**src/rtl/irq_pkg.sv**
```systemverilog
package irq_pkg;

    localparam int REG_AW   = 8;
    localparam int REG_DW   = 32;
    localparam int GIE_BIT  = 31;

    localparam logic [REG_AW-1:0] OFS_MASTER  = 8'h1C;
    localparam logic [REG_AW-1:0] OFS_PENDING = 8'h20;
    localparam logic [REG_AW-1:0] OFS_MASK    = 8'h28;

    typedef enum logic [1:0] {
        SEL_NONE,
        SEL_MASTER,
        SEL_PENDING,
        SEL_MASK
    } reg_sel_e;

    typedef struct packed {
        logic master;
        logic pending;
        logic mask;
    } wr_strobe_t;

    function automatic reg_sel_e decode_addr(input logic [REG_AW-1:0] a);
        reg_sel_e s;
        case (a)
            OFS_MASTER:  s = SEL_MASTER;
            OFS_PENDING: s = SEL_PENDING;
            OFS_MASK:    s = SEL_MASK;
            default:     s = SEL_NONE;
        endcase
        return s;
    endfunction

endpackage

```
**src/rtl/irq_bus_decode.sv**
```systemverilog
module irq_bus_decode
    import irq_pkg::*;
(
    input  logic              wr,
    input  logic [REG_AW-1:0] addr,
    output reg_sel_e          sel,
    output wr_strobe_t        wstb
);
    always_comb begin
        sel          = decode_addr(addr);
        wstb         = '0;
        wstb.master  = wr && (sel == SEL_MASTER);
        wstb.pending = wr && (sel == SEL_PENDING);
        wstb.mask    = wr && (sel == SEL_MASK);
    end

    always_comb begin
        assert ($countones({wstb.master, wstb.pending, wstb.mask}) <= 1)
            else $error("p_single_strobe_r2");
    end
endmodule

```
**src/rtl/irq_src_cond.sv**
```systemverilog
module irq_src_cond #(
    parameter int                   NUM_SRC    = 4,
    parameter logic [NUM_SRC-1:0]   LEVEL_MASK = '0
) (
    input  logic               clk,
    input  logic               rst,
    input  logic [NUM_SRC-1:0] src,
    output logic [NUM_SRC-1:0] set_o
);
    for (genvar i = 0; i < NUM_SRC; i++) begin : g_src
        if (LEVEL_MASK[i]) begin : g_level
            assign set_o[i] = src[i];
        end else begin : g_edge
            logic prev_q;
            always_ff @(posedge clk) begin
                if (rst) prev_q <= 1'b0;
                else     prev_q <= src[i];
            end
            assign set_o[i] = src[i] & ~prev_q;

            // an edge-mode source yields a one-cycle set pulse only
            p_edge_single_r4: assert property (@(posedge clk) disable iff (rst)
                set_o[i] |=> !set_o[i]);
        end
    end
endmodule

```
**src/rtl/irq_pending.sv**
```systemverilog
module irq_pending #(
    parameter int NUM_SRC = 4
) (
    input  logic               clk,
    input  logic               rst,
    input  logic [NUM_SRC-1:0] hw_set,
    input  logic               tog_we,
    input  logic [NUM_SRC-1:0] tog_bits,
    output logic [NUM_SRC-1:0] pend_q
);
    for (genvar i = 0; i < NUM_SRC; i++) begin : g_bit
        always_ff @(posedge clk) begin
            if (rst)                       pend_q[i] <= 1'b0;
            else if (hw_set[i])            pend_q[i] <= 1'b1;
            else if (tog_we && tog_bits[i]) pend_q[i] <= ~pend_q[i];
        end
    end

    // hardware set always lands, whatever software does that cycle
    p_set_wins_r6: assert property (@(posedge clk) disable iff (rst)
        (|hw_set) |=> ((pend_q & $past(hw_set)) == $past(hw_set)));

    // with no write and no set, pending state holds
    p_hold_r5: assert property (@(posedge clk) disable iff (rst)
        (!tog_we && hw_set == '0) |=> $stable(pend_q));
endmodule

```
**src/rtl/irq_ctrl_regs.sv**
```systemverilog
module irq_ctrl_regs
    import irq_pkg::*;
#(
    parameter int NUM_SRC = 4
) (
    input  logic               clk,
    input  logic               rst,
    input  wr_strobe_t         wstb,
    input  logic [REG_DW-1:0]  wdata,
    output logic [NUM_SRC-1:0] mask_q,
    output logic               master_q
);
    always_ff @(posedge clk) begin
        if (rst) begin
            mask_q   <= '0;
            master_q <= 1'b0;
        end else begin
            if (wstb.mask)   mask_q   <= wdata[NUM_SRC-1:0];
            if (wstb.master) master_q <= wdata[GIE_BIT];
        end
    end

    // a mask write lands the low data bits
    p_mask_load_r7: assert property (@(posedge clk) disable iff (rst)
        wstb.mask |=> (mask_q == $past(wdata[NUM_SRC-1:0])));

    // without a strobe the control bits hold
    p_ctrl_hold_r11: assert property (@(posedge clk) disable iff (rst)
        (!wstb.mask && !wstb.master) |=> ($stable(mask_q) && $stable(master_q)));
endmodule

```
**src/rtl/fifo_irq_regs.sv**
```systemverilog
module fifo_irq_regs
    import irq_pkg::*;
#(
    parameter int                 NUM_SRC    = 4,
    parameter logic [NUM_SRC-1:0] LEVEL_MASK = '0
) (
    input  logic               clk,
    input  logic               rst,
    input  logic               bus_wr,
    input  logic               bus_rd,
    input  logic [REG_AW-1:0]  bus_addr,
    input  logic [REG_DW-1:0]  bus_wdata,
    output logic [REG_DW-1:0]  bus_rdata,
    input  logic [NUM_SRC-1:0] src_event,
    output logic               irq_out
);
    reg_sel_e           sel;
    wr_strobe_t         wstb;
    logic [NUM_SRC-1:0] hw_set;
    logic [NUM_SRC-1:0] pend_q;
    logic [NUM_SRC-1:0] mask_q;
    logic               master_q;

    irq_bus_decode u_dec (
        .wr   (bus_wr),
        .addr (bus_addr),
        .sel  (sel),
        .wstb (wstb)
    );

    irq_src_cond #(.NUM_SRC(NUM_SRC), .LEVEL_MASK(LEVEL_MASK)) u_cond (
        .clk   (clk),
        .rst   (rst),
        .src   (src_event),
        .set_o (hw_set)
    );

    irq_pending #(.NUM_SRC(NUM_SRC)) u_pend (
        .clk      (clk),
        .rst      (rst),
        .hw_set   (hw_set),
        .tog_we   (wstb.pending),
        .tog_bits (bus_wdata[NUM_SRC-1:0]),
        .pend_q   (pend_q)
    );

    irq_ctrl_regs #(.NUM_SRC(NUM_SRC)) u_ctrl (
        .clk      (clk),
        .rst      (rst),
        .wstb     (wstb),
        .wdata    (bus_wdata),
        .mask_q   (mask_q),
        .master_q (master_q)
    );

    always_comb begin
        bus_rdata = '0;
        if (bus_rd) begin
            case (sel)
                SEL_MASTER:  bus_rdata[GIE_BIT]       = master_q;
                SEL_PENDING: bus_rdata[NUM_SRC-1:0]   = pend_q;
                SEL_MASK:    bus_rdata[NUM_SRC-1:0]   = mask_q;
                default:     bus_rdata                = '0;
            endcase
        end
    end

    assign irq_out = master_q & (|(pend_q & mask_q));

    // master enable off keeps the request low
    p_irq_gate_r10: assert property (@(posedge clk) disable iff (rst)
        !master_q |-> !irq_out);

    // unimplemented read bits stay zero
    p_rdata_gap_r9: assert property (@(posedge clk) disable iff (rst)
        bus_rdata[GIE_BIT-1:NUM_SRC] == '0);

    // no read strobe, no read data
    p_rdata_idle_r2: assert property (@(posedge clk) disable iff (rst)
        !bus_rd |-> (bus_rdata == '0));
endmodule

```
**config.mk**
```make
export PLATFORM = sky130hd
export DESIGN_NAME = fifo_irq_regs
export DESIGN_NICKNAME = d
export VERILOG_FILES = /design/src/rtl/irq_pkg.sv /design/src/rtl/irq_bus_decode.sv /design/src/rtl/irq_src_cond.sv /design/src/rtl/irq_pending.sv /design/src/rtl/irq_ctrl_regs.sv /design/src/rtl/fifo_irq_regs.sv
export SDC_FILE = /design/constraint.sdc
export NUM_CORES = 1
export LEC_CHECK = 0
export BUFFER_PORTS_ARGS = -buffer_cell sky130_fd_sc_hd__clkbuf_2
export CAP_MARGIN = 0
export CORE_MARGIN = 5
export CORE_UTILIZATION = 40
export DETAILED_ROUTE_END_ITERATION = 10
export PLACE_DENSITY = 0.83
export SLEW_MARGIN = 20
export SYNTH_ARGS = -nofsm -noshare
export SYNTH_HDL_FRONTEND = slang
export SYNTH_SLANG_ARGS = --single-unit
```
**constraint.sdc**
```tcl
create_clock -name clk -period 2.4 [get_ports clk]
set_clock_uncertainty 0.2 [all_clocks]
set_input_delay 0.24 -clock clk [delete_from_list [all_inputs] [get_ports clk]]
set_output_delay 0.24 -clock clk [all_outputs]
set_load 0.01 [all_outputs]
```
=== After elaboration in Yosys (flattened, before gate mapping) ===
Index checks and enable logic that the tools add are counted.

* Register bits: 13
* Bits in latches: 0
* Memory bits (writable): 0
* Memory bits (read-only): 0
* Bits of input ports: 48
* Output and inout port bits: 33
* Word-level logic and storage cells: 54
* Memories: 0

* $add $sub $neg: 0
* $mul: 0
* Divide/modulo/power cells: 0
* $lt $le $gt $ge: 0
* Equal/unequal tests: 6
* Shift operators: 0
* Multiplexer cells: 12
* Bitwise operators: 14
* Reductions and logical operators: 12

{| class="wikitable"
|+ Operator list
! cell !! number
|-
| $mux 32 || 1
|-
| $eq 8x6->1 const B || 2
|-
| $mux 1 || 9
|-
| $eq 8x5->1 const B || 1
|-
| $not 1->1 || 8
|-
| $pmux 4 s2 || 1
|-
| $reduce_bool 2->1 || 4
|-
| $logic_and 1x1->1 || 7
|-
| $pmux 2 s3 || 1
|-
| $and 1x1->1 || 5
|-
| $and 4x4->4 || 1
|-
| $eq 2x2->1 const B || 2
|-
| $reduce_or 4->1 || 1
|-
| $eq 2x1->1 const B || 1
|}

=== Longest topological paths before layout ===
* Depth in word-level cells: 7
* Gate-level depth with buffers: 4
* Depth with buffers taken out: 3

=== Hierarchy ===
From an unflattened synthesis, not the netlist that was laid out.

* Cell total of the unflattened synthesis: 97
* Area, all modules: 872.1 µm²

{| class="wikitable"
|+ Modules (own cells, without submodules)
! module !! instances !! cells an instance !! area each (µm²) !! sequential area each (µm²)
|-
| fifo_irq_regs || 1 || 42 || 310.3 || 0.0
|-
| irq_ctrl_regs || 1 || 16 || 173.9 || 100.1
|-
| irq_pending || 1 || 16 || 170.2 || 80.1
|-
| irq_src_cond || 1 || 12 || 140.1 || 80.1
|-
| irq_bus_decode || 1 || 11 || 77.6 || 0.0
|}

=== Worst setup path before layout ===
Ideal clock, no wire load.

* Path kind: input-to-output
* Start: input bus_addr[1]
* End: output bus_rdata[31]
* Data arrival time: 1210 ps
* Required time: 1960 ps
* Path slack: 750 ps
* Cell stages on the path: 3
* Path buffers: 1
* Cells stage by stage: or4_1 buf_2 nor3_1

* Word-level cells in the longest chain between the ends: 5
* Elaborated cells between the ends (all ways): 7
* Those cells by class: eq/ne: 4; mux: 3

{| class="wikitable"
|+ Ends and longest elaborated chain
! element !! line !! text
|-
| start: declaration || fifo_irq_regs.sv:11 || <nowiki>input logic [REG_AW-1:0] bus_addr,</nowiki>
|-
| $eq 8x6->1 / $eq 8x5->1 (equally long branches) || irq_pkg.sv:26 || <nowiki>case (a)</nowiki>
|-
| $pmux 2 s3 * || irq_pkg.sv:26 ||
|-
| $eq 2x1->1 * || fifo_irq_regs.sv:59 || <nowiki>case (sel)</nowiki>
|-
| $mux 1 * || fifo_irq_regs.sv:59 ||
|-
| $mux 32 * || fifo_irq_regs.sv:58 || <nowiki>if (bus_rd) begin</nowiki>
|-
| end: declaration || fifo_irq_regs.sv:13 || <nowiki>output logic [REG_DW-1:0] bus_rdata,</nowiki>
|}

Every way passes the cells marked *; elsewhere a longest branch is shown, timed or not.

=== Final worst setup path ===
Same ends and word-level chain as after synthesis.

==> reports/metrics.yaml <==
layout:
  final_util_pct: 48.2
  multiInputGateArea_sq_um: 577
  stdcell_area_sq_um: 1090
  regArea_sq_um: 260
  drive_above_1_share_pct: 23.3
  area_delta_synth_final_pct: 13.0
  num_antenna_cells: 0
  layout.nets: 195
  fill_cells: 231
  fin_cells: 174
power:
  p_per_area_nw_per_um2: 432
  peakVddDrop_mv: 0.395
  power_mw: 0.470
  comb_power_share_pct: 19.8
  switching_share_pct: 31.3
  switchingPower_mw: 0.147
  p_int_mw: 0.323
  leakage_nw: 0.501
  p_seq_share_pct: 49.3
  clkPwrFrac_pct: 30.9
outcome:
  outcome: "finished clean"
routing:
  num_vias: 845
  ant_nets: 0
  drt_iter0_drc: 12
  wl_um: 2140
  viasPerCell: 4.86
  drc: 0
  dr.pass1.iters: 4
  wire_per_inst_um: 12.3
logic_synthesis:
  syn_inst: 115
  ys_ff_latch: 13
  synthArstFlopShare_pct: 0
  synth_mux_area_share_pct: 9.36
  synth.cell_area_sq_um: 962
  synthXorXnorAreaFrac_pct: 0
  yosys.area.top_type: "dfxtp_1"
  synth_compound_area_share_pct: 8.58
  synthFlopType: "dfxtp_1"
  ys_types: 27
  synth_top_cell_area_share_pct: 27.0
  post-synth-top-count-cell: "buf_4"
  yosys.area_share.simple_pct: 31.5
  synth_seq_area_share_pct: 27.0
  ys_top_cells_by_count: "27 x buf_4, 13 x dfxtp_1, 11 x nand2_1, 11 x nor2b_1, 9 x mux2i_1"
  syn_area_per_cell_sq_um: 8.37
  synth_area_leaders: "dfxtp_1 27%, buf_4 21%, mux2i_1 9.4%"
  synth-edff-count: 0
  synth_top_family_by_area: "simple AND/OR/NAND/NOR gates"
  yosysWarnings: 0
  synthAdderAreaFrac_pct: 0
worst_setup_path:
  reg2reg_from: "u_cond.g_src[3].g_edge.prev_q"
  critPathCaptureType: "output port"
  required_ns: 1.96
  critPathLaunchType: "input port"
  reg2reg_to: "u_pend.pend_q[3]"
  r2r_slack_ns: 1.23
  ff2ff_path_depth: 3
  worst_ep_arrival_time_ns: 1.40
  criticalPathCategory: "input port to output port"
  path_max_fanout: 6
floorplan:
  fp.dieW_um: 59.0
  die_h_um: 59.0
  core-area_sq_um: 2250
  die_area_sq_um: 3490
  ioPinCount: 81
  fp-row-count: 17
  start_util_pct: 42.7
timing:
  slew_viol_final: 0
  finalCriticalPeriod_ns: 1.84
  hold_violations: 0
  whs_ns: 0.00126
  finalWorstSetupSlack_ns: 0.559
  fmax_ghz: 0.543
  setup_tns_ns: 0
  setup_viol: 0
  rsz0062_at_grt: "false"
  fin_crit_sh_pct: 76.7
clock_tree:
  clk_pin_slew_ns: 0.09
  clkSinkCount: 13
  clock_latency_ns: 0.29
  cts_root_buf: "clkbuf_4"
  htreeDepth: 1
  clk_path_buf_depth: 2
  cts_buffers: 3
  cts_tree: "done"
placed_design:
  gp_congestion: 0.782
  dpl_cell_area_sq_um: 1010
  portBuffers: 26
  dp_slack_ns: 0.563
  dp.cells: 165
  dpl.hpwl_um: 1720
worst_hold_path:
  hold_start: "bus_wdata[31]"
  min_to: "u_ctrl.master_q"
  hold_path_class: "input port to flip-flop"
  min_path_cells: 3
global_route:
  grt_first_pass_wirelength_um: 3330
  grt_use_total_pct: 12.1
  grt_overflow: 0
  antenna_found_initial: 0
  grt_max_degree: 15
  grt_pass1_vias: 822
flow_run:
  max-cap-violations: 0
## power by group through the flow
stage               logic, mW  registers [mW]  clock network [mW]
finish                 0.0929           0.232               0.145
global route            0.103           0.233               0.154
CTS                    0.0912           0.231               0.141
detailed placement     0.0848           0.236                   0
global placement       0.0806           0.235                   0
floorplan              0.0882           0.234                   0
## layout by cell type (no fill, tap or decap)
cell           instances
and4bb_2               1
conb_1                27
inv_1                  2
clkbuf_2              26
dlygate4sd3_1          5
a21boi_0               1
nor4_4                 1
nor2_1                 4
nor3b_1                1
nor3_1                 5
a211oi_1               4
clkinv_2               1
clkbuf_4               3
or4_1                  1
a22oi_1                2
nand3b_1               4
dfxtp_1               13
mux2i_1                9
nor2b_1               11
nand4b_1               1
nand3_1                2
nand2_1               11
and2b_2                1
nor4_1                 4
nor3_2                 1
or4bb_1                1
o31ai_1                4
## kinds of logic after synthesis
logic type,Yosys count
muxes,9
DFF,13
AOI/OAI and AO/OA,11
buffers and inverters,32
other,1
and+or+nand+nor,49
## metal layers
metal	GRT usage, %	part of all wire [%]	vias up
met4	6.80	1.7	0
li1	-	-	416
met1	14.0	39	382
met5	0	0	-
met3	3.05	11	5
met2	20.2	48	42
## cell type report
type / instances / area share, %
Tap cell: 28 / 3.22
Clock buffer: 3 / 2.07
Sequential cell: 13 / 23.9
Multi-Input combinational cell: 96 / 53.0
Clock inverter: 1 / 0.460
Timing Repair Buffer: 31 / 16.6
Inverter: 2 / 0.690
## repair_timing
action / 4_1_cts / 5_1_grt
resized for setup: 0 / 0
buffers inserted: 0 / 0
endpoints found under the hold margin: 4 / 0
hold buffers: 5 / 0
## worst max-delay path: stages
cell,delay (ns)
clkbuf_2,0.10
or4_1,0.68
nor3_1,0.22
clkbuf_2,0.16
## how the worst max path moves through the flow
stage / slack, ns / end / startpoint
6_report: 0.56 / bus_rdata[31] / bus_addr[1]
5_1_grt: 0.49 / bus_rdata[1] / bus_addr[1]
4_1_cts: 0.56 / bus_rdata[31] / bus_addr[1]
3_5_place_dp: 0.56 / bus_rdata[31] / bus_addr[1]
3_3_place_gp: 0.57 / bus_rdata[31] / bus_addr[1]
2_1_floorplan: 0.75 / bus_rdata[31] / bus_addr[1]
## state kept, by name (all words and copies together), names as in the netlist
| name | count |
|---|---|
| u_cond.g_src.g_edge.prev_q | 4 |
| u_ctrl.mask_q | 4 |
| u_pend.pend_q | 4 |
| u_ctrl.master_q | 1 |
Power figures use the tool's default switching activity.
